File: config.mk
export PLATFORM = sky130hd
export DESIGN_NAME = pbus_strobe_seq
export DESIGN_NICKNAME = d
export VERILOG_FILES = /design/src/rtl/pbus_pkg.sv /design/src/rtl/pbus_mult_dec.sv /design/src/rtl/pbus_len_calc.sv /design/src/rtl/pbus_seq_ctrl.sv /design/src/rtl/pbus_data_path.sv /design/src/rtl/pbus_strobe_seq.sv
export SDC_FILE = /design/constraint.sdc
export NUM_CORES = 1
export LEC_CHECK = 0
export BUFFER_PORTS_ARGS = -buffer_cell sky130_fd_sc_hd__buf_4
export CAP_MARGIN = 20
export CORE_ASPECT_RATIO = 0.75
export CORE_UTILIZATION = 40
export DETAILED_ROUTE_END_ITERATION = 8
export PLACE_DENSITY_LB_ADDON = 0.15
export SLEW_MARGIN = 20
export SYNTH_ARGS = -nofsm -noshare
export SYNTH_HDL_FRONTEND = slang
export SYNTH_SLANG_ARGS = --single-unit
File: constraint.sdc
create_clock -name clk -period 5.07 [get_ports clk]
set_clock_uncertainty 0.2 [all_clocks]
set_input_delay 0.7605 -clock clk [delete_from_list [all_inputs] [get_ports clk]]
set_output_delay 0.7605 -clock clk [all_outputs]
set_load 0.01 [all_outputs]
File: src/rtl/pbus_pkg.sv
package pbus_pkg;

    typedef enum logic [2:0] {
        ST_IDLE   = 3'd0,
        ST_SETUP  = 3'd1,
        ST_CSDLY  = 3'd2,
        ST_STROBE = 3'd3,
        ST_WEXT   = 3'd4,
        ST_HOLD   = 3'd5,
        ST_PAUSE  = 3'd6
    } phase_e;

    // Slot numbers of the per-phase length calculators
    localparam int PH_SETUP = 0;
    localparam int PH_CSDLY = 1;
    localparam int PH_STB   = 2;
    localparam int PH_WEXT  = 3;
    localparam int PH_HOLD  = 4;
    localparam int PH_PAUSE = 5;
    localparam int PH_NUM   = 6;

endpackage

File: src/rtl/pbus_mult_dec.sv
module pbus_mult_dec (
    input  logic [1:0] code,
    output logic [1:0] shift
);
    // Non-monotonic code: 0 -> x4, 1 -> x1, 2 -> x2, 3 -> x8
    always_comb begin
        case (code)
            2'd0:    shift = 2'd2;
            2'd1:    shift = 2'd0;
            2'd2:    shift = 2'd1;
            default: shift = 2'd3;
        endcase
    end
endmodule

File: src/rtl/pbus_len_calc.sv
module pbus_len_calc #(
    parameter int FW       = 4,
    parameter int CW       = FW + 4,
    parameter bit PLUS_ONE = 1'b0
) (
    input  logic [FW-1:0] units,
    input  logic [1:0]    shift,
    output logic [CW-1:0] cycles
);
    logic [CW-1:0] ext;

    always_comb begin
        ext    = CW'(units) + (PLUS_ONE ? CW'(1) : CW'(0));
        cycles = ext << shift;
    end
endmodule

File: src/rtl/pbus_seq_ctrl.sv
module pbus_seq_ctrl
    import pbus_pkg::*;
#(
    parameter int FW = 4
) (
    input  logic          clk,
    input  logic          rst_n,
    input  logic          req,
    input  logic          req_wr,
    input  logic          cfg_en,
    input  logic [1:0]    cfg_mult,
    input  logic [FW-1:0] cfg_setup,
    input  logic [FW-1:0] cfg_csdly,
    input  logic [FW-1:0] cfg_rd_width,
    input  logic [FW-1:0] cfg_wr_width,
    input  logic [FW-1:0] cfg_rd_hold,
    input  logic [FW-1:0] cfg_wr_hold,
    input  logic [FW-1:0] cfg_pause,
    input  logic          cfg_waitm,
    input  logic [FW-1:0] cfg_wext,
    input  logic          dev_rdy,
    output logic          accept,
    output logic          capture,
    output logic          bus_cs,
    output logic          bus_rd,
    output logic          bus_wr,
    output logic          bus_den,
    output logic          host_rdy
);
    localparam int CW = FW + 4;
    // Strobe, hold and gap fields are stored as count minus one
    localparam logic [PH_NUM-1:0] PLUS1 = (PH_NUM)'((1 << PH_STB) | (1 << PH_HOLD) | (1 << PH_PAUSE));

    typedef struct packed {
        logic          wr;
        logic          waitm;
        logic [1:0]    mult;
        logic [FW-1:0] setup;
        logic [FW-1:0] csdly;
        logic [FW-1:0] rd_w;
        logic [FW-1:0] wr_w;
        logic [FW-1:0] rd_h;
        logic [FW-1:0] wr_h;
        logic [FW-1:0] pause;
        logic [FW-1:0] wext;
    } cfg_t;

    typedef struct packed {
        phase_e        st;
        logic [CW-1:0] cnt;
        cfg_t          cfg;
        logic          rdy;
    } regs_t;

    regs_t q, d;
    cfg_t  cfg_in, eff;
    logic [1:0]    shift;
    logic [FW-1:0] units [PH_NUM];
    logic [CW-1:0] len   [PH_NUM];

    always_comb begin
        cfg_in.wr    = req_wr;
        cfg_in.waitm = cfg_waitm;
        cfg_in.mult  = cfg_mult;
        cfg_in.setup = cfg_setup;
        cfg_in.csdly = cfg_csdly;
        cfg_in.rd_w  = cfg_rd_width;
        cfg_in.wr_w  = cfg_wr_width;
        cfg_in.rd_h  = cfg_rd_hold;
        cfg_in.wr_h  = cfg_wr_hold;
        cfg_in.pause = cfg_pause;
        cfg_in.wext  = cfg_wext;
        // Live settings are used only on the accepting cycle
        eff = (q.st == ST_IDLE) ? cfg_in : q.cfg;
        units[PH_SETUP] = eff.setup;
        units[PH_CSDLY] = eff.csdly;
        units[PH_STB]   = eff.wr ? eff.wr_w : eff.rd_w;
        units[PH_WEXT]  = eff.wext;
        units[PH_HOLD]  = eff.wr ? eff.wr_h : eff.rd_h;
        units[PH_PAUSE] = eff.pause;
    end

    pbus_mult_dec u_mult (
        .code  (eff.mult),
        .shift (shift)
    );

    for (genvar i = 0; i < PH_NUM; i++) begin : g_len
        pbus_len_calc #(
            .FW       (FW),
            .CW       (CW),
            .PLUS_ONE (PLUS1[i])
        ) u_len (
            .units  (units[i]),
            .shift  (shift),
            .cycles (len[i])
        );
    end

    always_comb begin
        d       = q;
        d.rdy   = 1'b0;
        accept  = 1'b0;
        capture = 1'b0;
        unique case (q.st)
            ST_IDLE: begin
                if (req && cfg_en && !q.rdy) begin
                    accept = 1'b1;
                    d.cfg  = cfg_in;
                    if (len[PH_SETUP] != '0) begin
                        d.st  = ST_SETUP;
                        d.cnt = len[PH_SETUP] - CW'(1);
                    end else if (len[PH_CSDLY] != '0) begin
                        d.st  = ST_CSDLY;
                        d.cnt = len[PH_CSDLY] - CW'(1);
                    end else begin
                        d.st  = ST_STROBE;
                        d.cnt = len[PH_STB] - CW'(1);
                    end
                end
            end
            ST_SETUP: begin
                if (q.cnt != '0) begin
                    d.cnt = q.cnt - CW'(1);
                end else if (len[PH_CSDLY] != '0) begin
                    d.st  = ST_CSDLY;
                    d.cnt = len[PH_CSDLY] - CW'(1);
                end else begin
                    d.st  = ST_STROBE;
                    d.cnt = len[PH_STB] - CW'(1);
                end
            end
            ST_CSDLY: begin
                if (q.cnt != '0) begin
                    d.cnt = q.cnt - CW'(1);
                end else begin
                    d.st  = ST_STROBE;
                    d.cnt = len[PH_STB] - CW'(1);
                end
            end
            ST_STROBE: begin
                if (q.cnt != '0) begin
                    d.cnt = q.cnt - CW'(1);
                end else if (q.cfg.waitm && !dev_rdy) begin
                    d.st = ST_STROBE;
                end else if (q.cfg.waitm && len[PH_WEXT] != '0) begin
                    d.st  = ST_WEXT;
                    d.cnt = len[PH_WEXT] - CW'(1);
                end else begin
                    capture = !q.cfg.wr;
                    d.st    = ST_HOLD;
                    d.cnt   = len[PH_HOLD] - CW'(1);
                end
            end
            ST_WEXT: begin
                if (q.cnt != '0) begin
                    d.cnt = q.cnt - CW'(1);
                end else begin
                    capture = !q.cfg.wr;
                    d.st    = ST_HOLD;
                    d.cnt   = len[PH_HOLD] - CW'(1);
                end
            end
            ST_HOLD: begin
                if (q.cnt != '0) begin
                    d.cnt = q.cnt - CW'(1);
                end else begin
                    d.st  = ST_PAUSE;
                    d.cnt = len[PH_PAUSE] - CW'(1);
                end
            end
            ST_PAUSE: begin
                if (q.cnt != '0) begin
                    d.cnt = q.cnt - CW'(1);
                end else begin
                    d.st  = ST_IDLE;
                    d.rdy = 1'b1;
                end
            end
            default: d.st = ST_IDLE;
        endcase
    end

    always_ff @(posedge clk or negedge rst_n) begin
        if (!rst_n) q <= '0;
        else        q <= d;
    end

    logic stb;
    always_comb begin
        bus_cs   = (q.st == ST_CSDLY) || (q.st == ST_STROBE) ||
                   (q.st == ST_WEXT)  || (q.st == ST_HOLD);
        stb      = (q.st == ST_STROBE) || (q.st == ST_WEXT);
        bus_rd   = stb && !q.cfg.wr;
        bus_wr   = stb &&  q.cfg.wr;
        bus_den  = bus_cs && q.cfg.wr;
        host_rdy = q.rdy;
    end

    phase_e st_q;
    cfg_t   cfg_q;
    assign st_q  = q.st;
    assign cfg_q = q.cfg;

    // never both strobes
    p_strobe_excl_r4: assert property (@(posedge clk) disable iff (!rst_n)
        !(bus_rd && bus_wr));
    // ready is a single-cycle pulse and blocks a restart
    p_rdy_single_r8: assert property (@(posedge clk) disable iff (!rst_n)
        host_rdy |=> !host_rdy);
    p_rdy_no_restart_r8: assert property (@(posedge clk) disable iff (!rst_n)
        host_rdy |=> (st_q == ST_IDLE));
    // in wait mode a finished strobe count stalls while the device is not ready
    p_wait_stall_r5: assert property (@(posedge clk) disable iff (!rst_n)
        (st_q == ST_STROBE && q.cnt == '0 && cfg_q.waitm && !dev_rdy) |=> (st_q == ST_STROBE));
    // disabled region stays idle
    p_disabled_idle_r7: assert property (@(posedge clk) disable iff (!rst_n)
        (st_q == ST_IDLE && !cfg_en) |=> (!bus_cs && !host_rdy));
    // sampled settings are frozen during an access
    p_cfg_frozen_r9: assert property (@(posedge clk) disable iff (!rst_n)
        (st_q != ST_IDLE && $past(st_q) != ST_IDLE) |-> $stable(cfg_q));
endmodule

File: src/rtl/pbus_data_path.sv
module pbus_data_path #(
    parameter int AW = 16,
    parameter int DW = 16
) (
    input  logic          clk,
    input  logic          rst_n,
    input  logic          accept,
    input  logic          capture,
    input  logic [AW-1:0] host_addr,
    input  logic [DW-1:0] host_wdata,
    input  logic [DW-1:0] bus_din,
    output logic [AW-1:0] bus_addr,
    output logic [DW-1:0] bus_dout,
    output logic [DW-1:0] host_rdata
);
    typedef struct packed {
        logic [AW-1:0] addr;
        logic [DW-1:0] wdata;
        logic [DW-1:0] rdata;
    } dp_t;

    dp_t q, d;

    always_comb begin
        d = q;
        if (accept) begin
            d.addr  = host_addr;
            d.wdata = host_wdata;
        end
        if (capture) d.rdata = bus_din;
    end

    always_ff @(posedge clk or negedge rst_n) begin
        if (!rst_n) q <= '0;
        else        q <= d;
    end

    assign bus_addr   = q.addr;
    assign bus_dout   = q.wdata;
    assign host_rdata = q.rdata;
endmodule

File: src/rtl/pbus_strobe_seq.sv
module pbus_strobe_seq #(
    parameter int AW = 16,
    parameter int DW = 16,
    parameter int FW = 4
) (
    input  logic          clk,
    input  logic          rst_n,
    input  logic          host_req,
    input  logic          host_wr,
    input  logic [AW-1:0] host_addr,
    input  logic [DW-1:0] host_wdata,
    output logic          host_rdy,
    output logic [DW-1:0] host_rdata,
    input  logic          cfg_en,
    input  logic [1:0]    cfg_mult,
    input  logic [FW-1:0] cfg_setup,
    input  logic [FW-1:0] cfg_csdly,
    input  logic [FW-1:0] cfg_rd_width,
    input  logic [FW-1:0] cfg_wr_width,
    input  logic [FW-1:0] cfg_rd_hold,
    input  logic [FW-1:0] cfg_wr_hold,
    input  logic [FW-1:0] cfg_pause,
    input  logic          cfg_waitm,
    input  logic [FW-1:0] cfg_wext,
    output logic [AW-1:0] bus_addr,
    output logic          bus_cs,
    output logic          bus_rd,
    output logic          bus_wr,
    output logic [DW-1:0] bus_dout,
    output logic          bus_dout_en,
    input  logic [DW-1:0] bus_din,
    input  logic          bus_ready
);
    logic accept, capture;

    pbus_seq_ctrl #(.FW(FW)) u_ctrl (
        .clk          (clk),
        .rst_n        (rst_n),
        .req          (host_req),
        .req_wr       (host_wr),
        .cfg_en       (cfg_en),
        .cfg_mult     (cfg_mult),
        .cfg_setup    (cfg_setup),
        .cfg_csdly    (cfg_csdly),
        .cfg_rd_width (cfg_rd_width),
        .cfg_wr_width (cfg_wr_width),
        .cfg_rd_hold  (cfg_rd_hold),
        .cfg_wr_hold  (cfg_wr_hold),
        .cfg_pause    (cfg_pause),
        .cfg_waitm    (cfg_waitm),
        .cfg_wext     (cfg_wext),
        .dev_rdy      (bus_ready),
        .accept       (accept),
        .capture      (capture),
        .bus_cs       (bus_cs),
        .bus_rd       (bus_rd),
        .bus_wr       (bus_wr),
        .bus_den      (bus_dout_en),
        .host_rdy     (host_rdy)
    );

    pbus_data_path #(.AW(AW), .DW(DW)) u_dp (
        .clk        (clk),
        .rst_n      (rst_n),
        .accept     (accept),
        .capture    (capture),
        .host_addr  (host_addr),
        .host_wdata (host_wdata),
        .bus_din    (bus_din),
        .bus_addr   (bus_addr),
        .bus_dout   (bus_dout),
        .host_rdata (host_rdata)
    );

    // address held steady while chip select is asserted
    p_addr_stable_r2: assert property (@(posedge clk) disable iff (!rst_n)
        (bus_cs && $past(bus_cs)) |-> $stable(bus_addr));
    // write data driven only inside chip select and never during a read strobe
    p_den_in_cs_r10: assert property (@(posedge clk) disable iff (!rst_n)
        bus_dout_en |-> (bus_cs && !bus_rd));
endmodule

==> impl_metrics.sql, run 1 <==
INSERT INTO impl_metrics (metric_group, metric, value, unit) VALUES
('run_status', 'status', 'finished clean', ''),
('sta', 'fin_hold_ws', '0.283', 'ns'),
('sta', 'rsz0062_at_grt', 'no', ''),
('placed_design', 'post-place-cells', '1256', ''),
('sta', 'timing.setup.tns', '0', 'ns'),
('synth', 'synth_cell_types', '82', ''),
('final_layout', 'finalCoreUtilization', '49.1', '%'),
('clock_network', 'ctsLongestPathBuffers', '2', ''),
('power_and_ir_drop', 'cellLeakagePower', '3.96', 'nW'),
('clock_network', 'cts_tree', 'yes', ''),
('worst_setup_path', 'crit_path_max_fanout', '20', ''),
('sta', 'final-setup-viol-count', '0', ''),
('final_layout', 'syn2layout_area_growth', '20.1', '%'),
('final_layout', 'nets', '1113', ''),
('worst_setup_path', 'critical_path.top_delay_family', 'compound AO/OA/AOI/OAI gates', ''),
('final_layout', 'layout.area.seq', '2400', 'µm²'),
('floorplanning', 'fp.dieW', '165', 'µm'),
('placed_design', 'place_worst_setup_slack', '0.511', 'ns'),
('synth', 'yosysTopAreaCellShare', '30.3', '%'),
('placed_design', 'globalplace.congestion', '0.931', ''),
('clock_network', 'path_clk_slew', '0.08', 'ns'),
('worst_setup_path', 'master_of_the_slowest_instance_on_the_critical_path', 'sky130_fd_sc_hd__or4_1', ''),
('worst_setup_path', 'critical_path_class', 'flop to flop', ''),
('sta', 'max_slew_margin', '39.8', '%'),
('drt', 'post_drt_wl_per_cell', '19.7', 'µm'),
('placed_design', 'buffer_ports.inserted', '141', ''),
('drt', 'drt_pre_antenna_iters', '5', ''),
('drt', 'remaining_antenna_violation_count_after_routing', '0', ''),
('worst_setup_path', 'setup.reg_to_reg.worst_slack', '0.67', 'ns'),
('synth', 'ys_warn_count', '0', ''),
('synth', 'synth_area_per_cell', '8.78', 'µm²'),
('drt', 'dr_vias', '7698', ''),
('worst_setup_path', 'critPathMaxStageDelay', '0.57', 'ns'),
('power_and_ir_drop', 'power_per_cell_area', '803', 'nW/µm²'),
('global_route', 'antenna_found_initial', '0', ''),
('floorplanning', 'chip_height', '124', 'µm'),
('worst_setup_path', 'timing.critical_path.arrival', '4.46', 'ns'),
('job', 'maxCapViolations', '0', ''),
('sta', 'final-hold-violation-count', '0', ''),
('synth', 'syn-cell-area', '7920', 'µm²'),
('floorplanning', 'start_util', '40.9', '%'),
('floorplanning', 'core_box_area', '19400', 'µm²'),
('clock_network', 'cts_inserted_buffers', '9', ''),
('clock_network', 'postCtsResizedCells', '0', ''),
('sta', 'maxSlewViolCount', '0', ''),
('drt', 'drt-initial-drc-count', '661', ''),
('worst_hold_path', 'holdCritPathClass', 'input pin to async pin', ''),
('worst_setup_path', 'setup.worst_path.start_class', 'flop', ''),
('worst_setup_path', 'critical_path_required', '5.13', 'ns'),
('final_layout', 'finalNonFillerCells', '1272', ''),
('synth', 'synth.top_cells.by_area', 'sky130_fd_sc_hd__dfrtp_1 (30%), sky130_fd_sc_hd__mux2_2 (11%), sky130_fd_sc_hd__mux2i_1 (6.6%), sky130_fd_sc_hd__nand2_1 (4.1%), sky130_fd_sc_hd__o21ai_0 (3.4%)', ''),
('placed_design', 'post-dp-hpwl', '18900', 'µm'),
('sta', 'final_period_minus_worst_setup_slack', '4.40', 'ns'),
('synth', 'synth_largest_area_cell', 'sky130_fd_sc_hd__dfrtp_1', ''),
('worst_setup_path', 'most_common_cell_type_on_the_critical_path', 'sky130_fd_sc_hd__buf_4', ''),
('global_route', 'maximum_number_of_pins_on_one_net_before_global_route_repair', '67', ''),
('final_layout', 'insertedDiodeCount', '0', ''),
('synth', 'synth.ff_latch_count', '96', ''),
('sta', 'final_critical_path_setup_slack', '0.665', 'ns'),
('worst_setup_path', 'critical_path_buf_inv_count', '2', ''),
('power_and_ir_drop', 'max-vdd-ir-drop', '321', 'µV'),
('global_route', 'number_of_global_route_vias_before_repair', '7337', ''),
('floorplanning', 'total_die_area', '20400', 'µm²'),
('clock_network', 'htreeDepth', '3', ''),
('clock_network', 'postCtsSetupRepairBufs', '0', ''),
('clock_network', 'numClockSinks', '96', ''),
('final_layout', 'nFillCells', '1890', ''),
('final_layout', 'multi_input_area', '5150', 'µm²'),
('clock_network', 'hold_fix_buffers_cts', '0', ''),
('final_layout', 'final_design_area_no_fill', '9520', 'µm²'),
('final_layout', 'post_route_cells_drive_above_1_share', '27.8', '%');
-- cells in the final DEF (no fill, tap or decap), types with 14 or more instances in the layout --
cell	Yosys	final
sky130_fd_sc_hd__a21oi_1	41	41
sky130_fd_sc_hd__a31oi_1	18	18
sky130_fd_sc_hd__buf_4	1	168
sky130_fd_sc_hd__dfrtp_1	96	96
sky130_fd_sc_hd__inv_1	20	20
sky130_fd_sc_hd__mux2_2	79	79
sky130_fd_sc_hd__mux2i_1	52	52
sky130_fd_sc_hd__nand2_1	87	87
sky130_fd_sc_hd__nand3_1	32	32
sky130_fd_sc_hd__nand4_1	15	15
sky130_fd_sc_hd__nor2_1	52	51
sky130_fd_sc_hd__nor3_1	20	20
sky130_fd_sc_hd__o211ai_1	14	14
sky130_fd_sc_hd__o21ai_0	54	54
sky130_fd_sc_hd__xnor2_1	19	19
sky130_fd_sc_hd__xor2_1	18	18
-- worst paths after layout --
path | startpoint | to | depth (start not counted)
worst max-delay path | u_ctrl.st_q[0]$_DFFE_PN0P_ | u_ctrl.q[42]$_DFFE_PN0P_ | 14
worst min-delay path | rst_n | u_ctrl.cfg_q[19]$_DFFE_PN0P_ | 1
worst max register to register | u_ctrl.st_q[0]$_DFFE_PN0P_ | u_ctrl.q[42]$_DFFE_PN0P_ | 14
worst min register to register | u_dp.host_rdata[8]$_DFFE_PN0P_ | u_dp.host_rdata[8]$_DFFE_PN0P_ | 1
max in group asynchronous | rst_n | u_dp.host_rdata[8]$_DFFE_PN0P_ | 2
min in group clk | u_dp.host_rdata[8]$_DFFE_PN0P_ | u_dp.host_rdata[8]$_DFFE_PN0P_ | 1
-- per-layer routing --
| metal | vias up | part of all wire, % | wire length, µm | GRT usage [%] |
|---|---|---|---|---|
| met3 | 37 | 9.3 | 2330 | 6.36 |
| met5 | - | 0 | 0 | 0 |
| met1 | 3719 | 47 | 11700 | 37.2 |
| met2 | 341 | 42 | 10600 | 38.2 |
| li1 | 3601 | - | - | - |
| met4 | 0 | 1.3 | 319 | 4.53 |
-- synthesized netlist by cell type, drive strengths merged, types with 18 or more instances --
| library cell | n |
|---|---|
| a21oi | 41 |
| a31oi | 18 |
| buf | 31 |
| clkbuf | 37 |
| dfrtp | 96 |
| inv | 21 |
| mux2 | 91 |
| mux2i | 53 |
| nand2 | 87 |
| nand3 | 32 |
| nor2 | 52 |
| nor3 | 21 |
| o21ai | 56 |
| xnor2 | 19 |
| xor2 | 18 |
-- cell families (layout without fill, tap and decap cells) --
group                    after synthesis  after routing  share of synthesized area (%)
AO/OA/AOI/OAI                        234            234                           20.1
XOR/XNOR                              37             37                           4.09
adder cells (fa/ha/maj)               10             10                           1.58
buffers and inverters                 89            206                           4.89
flip-flops                            96             96                           30.3
multiplexers                         144            144                           19.8
AND/OR/NAND/NOR                      292            292                           19.2
-- report_power, final --
part	total [mW]	internal, mW	switching [mW]
Clock	0.689	0.340	0.349
Sequential	1.44	1.13	0.316
Combinational	5.51	2.28	3.23
Total	7.64	3.74	3.90
-- flip-flops by register name, summed over array words and instances, names as in the netlist --
name	flops
u_dp.host_rdata	16
u_dp.bus_addr	16
u_ctrl.q	8
u_dp.bus_dout	16
u_ctrl.st_q	3
u_ctrl.host_rdy	1
u_ctrl.cfg_q	36
-- final cells by class --
| type | count | share of cell area (%) |
|---|---|---|
| clock inverters | 6 | 0.578 |
| repair buffers | 169 | 13.5 |
| well taps | 253 | 3.33 |
| multi-input cells | 717 | 54.2 |
| flip-flops and latches | 96 | 25.2 |
| clock buffers | 10 | 2.41 |
| inverters | 21 | 0.828 |
Power figures use the tool's default switching activity.
==> run 2: changes to the inputs <==
--- a/config.mk
+++ b/config.mk
@@ -14,4 +14,5 @@
 export SLEW_MARGIN = 20
 export SYNTH_ARGS = -nofsm -noshare
 export SYNTH_HDL_FRONTEND = slang
+export SYNTH_HIERARCHICAL = 1
 export SYNTH_SLANG_ARGS = --single-unit
==> impl_metrics.sql, run 2 <==
INSERT INTO impl_metrics (metric_group, metric, value, unit) VALUES
('sta', 'maxSlewViolCount', '0', ''),
('sta', 'final-setup-viol-count', '0', ''),
('final_layout', 'layout.cells.most_common', 'sky130_fd_sc_hd__buf_4', ''),
('drt', 'remaining_antenna_violation_count_after_routing', '0', ''),
('synth', 'ys_warn_count', '6', ''),
('global_route', 'overflow', '0', ''),
('synth', 'syn_inst', '812', ''),
('floorplanning', 'boundaryPins', '142', ''),
('worst_setup_path', 'launching_point_of_the_worst_reg2reg_path', 'u_ctrl/st_q[1]$_DFFE_PN0P_', ''),
('synth', 'synth.ff_latch_count', '96', ''),
('global_route', 'grtUsageMet3', '6.91', '%'),
('placed_design', 'buffer_ports.inserted', '141', ''),
('synth', 'syn-cell-area', '7410', 'µm²'),
('clock_network', 'cts_inserted_buffers', '9', ''),
('final_layout', 'insertedDiodeCount', '0', ''),
('drt', 'drt_pre_antenna_iters', '5', ''),
('global_route', 'number_of_global_route_vias_before_repair', '6226', ''),
('clock_network', 'numClockSinks', '96', ''),
('final_layout', 'nets', '1050', ''),
('drt', 'post_drt_wl_per_cell', '17.4', 'µm'),
('global_route', 'global_route.usage.total', '21.9', '%'),
('clock_network', 'postCtsResizedCells', '0', ''),
('worst_setup_path', 'critical_path.cell_chain', 'nor3_4, mux2_2, ha_1, or2_2, inv_2, mux4_2, nor4_1, a21boi_0, o21ai_0, a21oi_1, or4_1, a221o_1', ''),
('job', 'maxCapViolations', '0', ''),
('drt', 'via_per_inst', '5.51', ''),
('worst_setup_path', 'crit_path_max_fanout', '16', ''),
('clock_network', 'hold_fix_buffers_cts', '0', ''),
('worst_setup_path', 'r2r.worst_path.cells', '12', ''),
('synth', 'synth-edff-count', '0', ''),
('sta', 'rsz0062_at_grt', 'no', ''),
('worst_setup_path', 'setup.worst_path.start_class', 'flop', ''),
('synth', 'number_of_nets_in_the_synthesized_netlist', '919', ''),
('synth', 'synth_area_per_cell', '9.12', 'µm²'),
('worst_hold_path', 'worstHoldPathCells', '2', ''),
('synth', 'dominant_register_cell_in_the_synthesized_netlist', 'sky130_fd_sc_hd__dfrtp_1', ''),
('worst_setup_path', 'timing.rr.end', 'u_ctrl/q[43]$_DFFE_PN0P_', ''),
('synth', 'synth_cell_types', '82', ''),
('run_status', 'status', 'finished clean', ''),
('worst_hold_path', 'hold_path.startpoint', 'u_ctrl/cfg_q[15]$_DFFE_PN0P_', ''),
('worst_setup_path', 'critical_path_buf_inv_count', '1', ''),
('synth', 'synth.top_cells.by_area', 'sky130_fd_sc_hd__dfrtp_1 (32%), sky130_fd_sc_hd__mux2_4 (8.1%), sky130_fd_sc_hd__nand2_1 (6.8%), sky130_fd_sc_hd__mux2i_1 (4.7%), sky130_fd_sc_hd__mux2_2 (4.3%)', ''),
('worst_setup_path', 'critical_path.top_delay_family', 'simple AND/OR/NAND/NOR gates', ''),
('floorplanning', 'start_util', '41.5', '%'),
('drt', 'dr_vias', '6554', ''),
('drt', 'drc_errors', '0', ''),
('clock_network', 'ctsLongestPathBuffers', '2', ''),
('worst_hold_path', 'worst_hold_path.endpoint', 'u_ctrl/cfg_q[15]$_DFFE_PN0P_', ''),
('worst_setup_path', 'master_of_the_slowest_instance_on_the_critical_path', 'sky130_fd_sc_hd__mux4_2', ''),
('drt', 'detail_route.wirelength', '20700', 'µm'),
('synth', 'synth_top_cells_by_count', 'sky130_fd_sc_hd__nand2_1 (135), sky130_fd_sc_hd__dfrtp_1 (96), sky130_fd_sc_hd__nor2_1 (47), sky130_fd_sc_hd__mux2_4 (40), sky130_fd_sc_hd__o21ai_0 (38)', ''),
('worst_setup_path', 'timing.critical_path.arrival', '4.73', 'ns'),
('final_layout', 'largest_register_ff_count', '36', ''),
('clock_network', 'path_clk_slew', '0.08', 'ns'),
('global_route', 'globalRouteMet2Util', '32.7', '%'),
('sta', 'final_period_minus_worst_setup_slack', '4.69', 'ns'),
('floorplanning', 'fp.dieW', '159', 'µm'),
('sta', 'final-hold-violation-count', '0', ''),
('clock_network', 'postCtsSetupRepairBufs', '0', ''),
('sta', 'timing.setup.tns', '0', 'ns'),
('floorplanning', 'floorplan.rows', '42', ''),
('worst_setup_path', 'critical_path_required', '5.12', 'ns'),
('floorplanning', 'chip_height', '120', 'µm'),
('sta', 'max_slew_margin', '41.3', '%'),
('placed_design', 'post-dp-hpwl', '15400', 'µm'),
('global_route', 'antenna_found_initial', '0', ''),
('sta', 'clock.fmax', '0.213', 'GHz'),
('clock_network', 'clock_latency_reported_for_the_late_side_of_the_worst_skew_pair', '0.36', 'ns'),
('worst_setup_path', 'worstSetupEndpointType', 'flop', ''),
('final_layout', 'post_route_cells_drive_above_1_share', '30.8', '%'),
('clock_network', 'cts_tree', 'yes', ''),
('clock_network', 'clk_root_buffer_cell', 'sky130_fd_sc_hd__clkbuf_16', ''),
('drt', 'drt-initial-drc-count', '634', ''),
('worst_setup_path', 'critPathMaxStageDelay', '0.57', 'ns'),
('worst_hold_path', 'holdCritPathClass', 'flop to flop', ''),
('worst_setup_path', 'setup.reg_to_reg.worst_slack', '0.38', 'ns'),
('placed_design', 'globalplace.congestion', '0.978', ''),
('global_route', 'maximum_number_of_pins_on_one_net_before_global_route_repair', '66', ''),
('floorplanning', 'total_die_area', '19100', 'µm²'),
('global_route', 'grt_first_pass_wirelength', '33100', 'µm'),
('synth', 'post-synth-top-count-cell', 'sky130_fd_sc_hd__nand2_1', ''),
('final_layout', 'layout_common_cells', 'sky130_fd_sc_hd__buf_4 (164), sky130_fd_sc_hd__nand2_1 (135), sky130_fd_sc_hd__dfrtp_1 (96)', ''),
('floorplanning', 'core_box_area', '17900', 'µm²'),
('global_route', 'gr-max-usage-layer', 'met2', ''),
('clock_network', 'htreeDepth', '3', ''),
('synth', 'async_reset_ff_share', '100', '%'),
('synth', 'yosysTopAreaCellShare', '32.4', '%'),
('synth', 'synth_largest_area_cell', 'sky130_fd_sc_hd__dfrtp_1', ''),
('sta', 'max_slew.worst_pin.slew', '0.874', 'ns'),
('final_layout', 'syn2layout_area_growth', '21.2', '%'),
('sta', 'post-route-period-util', '92.4', '%'),
('synth', 'share_of_synthesized_area_occupied_by_flip_flops_and_latches', '32.4', '%'),
('worst_setup_path', 'critical_path_class', 'flop to flop', ''),
('global_route', 'grt_util_met1', '30.9', '%');
-- run 2: metrics by stage --
| step | setup slack (ns) | std cells | hold slack (ns) | area [µm²] | utilization [%] |
|---|---|---|---|---|---|
| final | 0.384 | 1190 | 0.273 | 8980 | 50.3 |
| after CTS | 0.406 | 1190 | 0.277 | 8980 | 50.3 |
| after global placement | 0.349 | 1174 | 0.254 | 8660 | 48.5 |
| after global routing | 0.0514 | 1190 | 0.294 | 8980 | 50.3 |
| after detailed placement | 0.305 | 1174 | 0.256 | 8660 | 48.5 |
| after floorplan | 0.0355 | 812 | 0.238 | 7420 | - |
-- run 2: routing by layer --
metal  part of all wire [%]  vias up  wire (µm)
met5                      0        -          0
met4                    1.0        0        211
met3                    9.2       18       1890
met2                     43      282       8810
met1                     47     3065       9740
li1                       -     3189          -
-- run 2: worst max-delay path by stage --
| stage | cells after the start | slack (ns) | endpoint | start |
|---|---|---|---|---|
| detailed placement | 12 | 0.31 | u_ctrl/q[43]$_DFFE_PN0P_ | cfg_mult[0] |
| floorplan | 16 | 0.04 | u_dp/host_rdata[10]$_DFFE_PN0P_ | u_ctrl/st_q[1]$_DFFE_PN0P_ |
| global placement | 12 | 0.35 | u_ctrl/q[43]$_DFFE_PN0P_ | cfg_mult[0] |
| finish | 12 | 0.38 | u_ctrl/q[43]$_DFFE_PN0P_ | u_ctrl/st_q[1]$_DFFE_PN0P_ |
| CTS | 12 | 0.41 | u_ctrl/q[43]$_DFFE_PN0P_ | u_ctrl/st_q[1]$_DFFE_PN0P_ |
| global route | 13 | 0.05 | u_ctrl/q[43]$_DFFE_PN0P_ | u_ctrl/st_q[1]$_DFFE_PN0P_ |
-- run 2: area by class of cell --
| type | instances | area (µm²) |
|---|---|---|
| repair buffers | 166 | 1270 |
| clock inverters | 7 | 88.8 |
| multi-input cells | 635 | 4560 |
| well taps | 242 | 303 |
| flip-flops and latches | 96 | 2400 |
| inverters | 35 | 133 |
| fillers | 1705 | 8890 |
| clock buffers | 9 | 225 |
-- run 2: logic make-up (layout without fill, tap and decap cells) --
| logic type | count (synthesis) | count (layout) | share of synthesized area (%) |
|---|---|---|---|
| AND/OR/NAND/NOR | 312 | 312 | 21.0 |
| AO/OA/AOI/OAI | 167 | 167 | 15.7 |
| multiplexers | 106 | 106 | 18.0 |
| flip-flops | 96 | 96 | 32.4 |
| buffers and inverters | 81 | 217 | 6.30 |
| XOR/XNOR | 29 | 29 | 3.43 |
| adder cells (fa/ha/maj) | 18 | 18 | 3.04 |
| other | 3 | 3 | 0.152 |
-- run 2: worst reg2reg max path, cell delays in order (launching register included) --
cell and delay [ns]:
sky130_fd_sc_hd__dfrtp_1 0.41, sky130_fd_sc_hd__nor3_4 0.26, sky130_fd_sc_hd__mux2_2 0.38, sky130_fd_sc_hd__ha_1 0.19, sky130_fd_sc_hd__or2_2 0.45, sky130_fd_sc_hd__inv_2 0.18, sky130_fd_sc_hd__mux4_2 0.57, sky130_fd_sc_hd__nor4_1 0.53
sky130_fd_sc_hd__a21boi_0 0.29, sky130_fd_sc_hd__o21ai_0 0.22, sky130_fd_sc_hd__a21oi_1 0.09, sky130_fd_sc_hd__or4_1 0.51, sky130_fd_sc_hd__a221o_1 0.30
Power of run 2 is left out: the tool's default activity adds up to more than one toggle a clock period on the data nets, which glitch-free logic cannot reach.
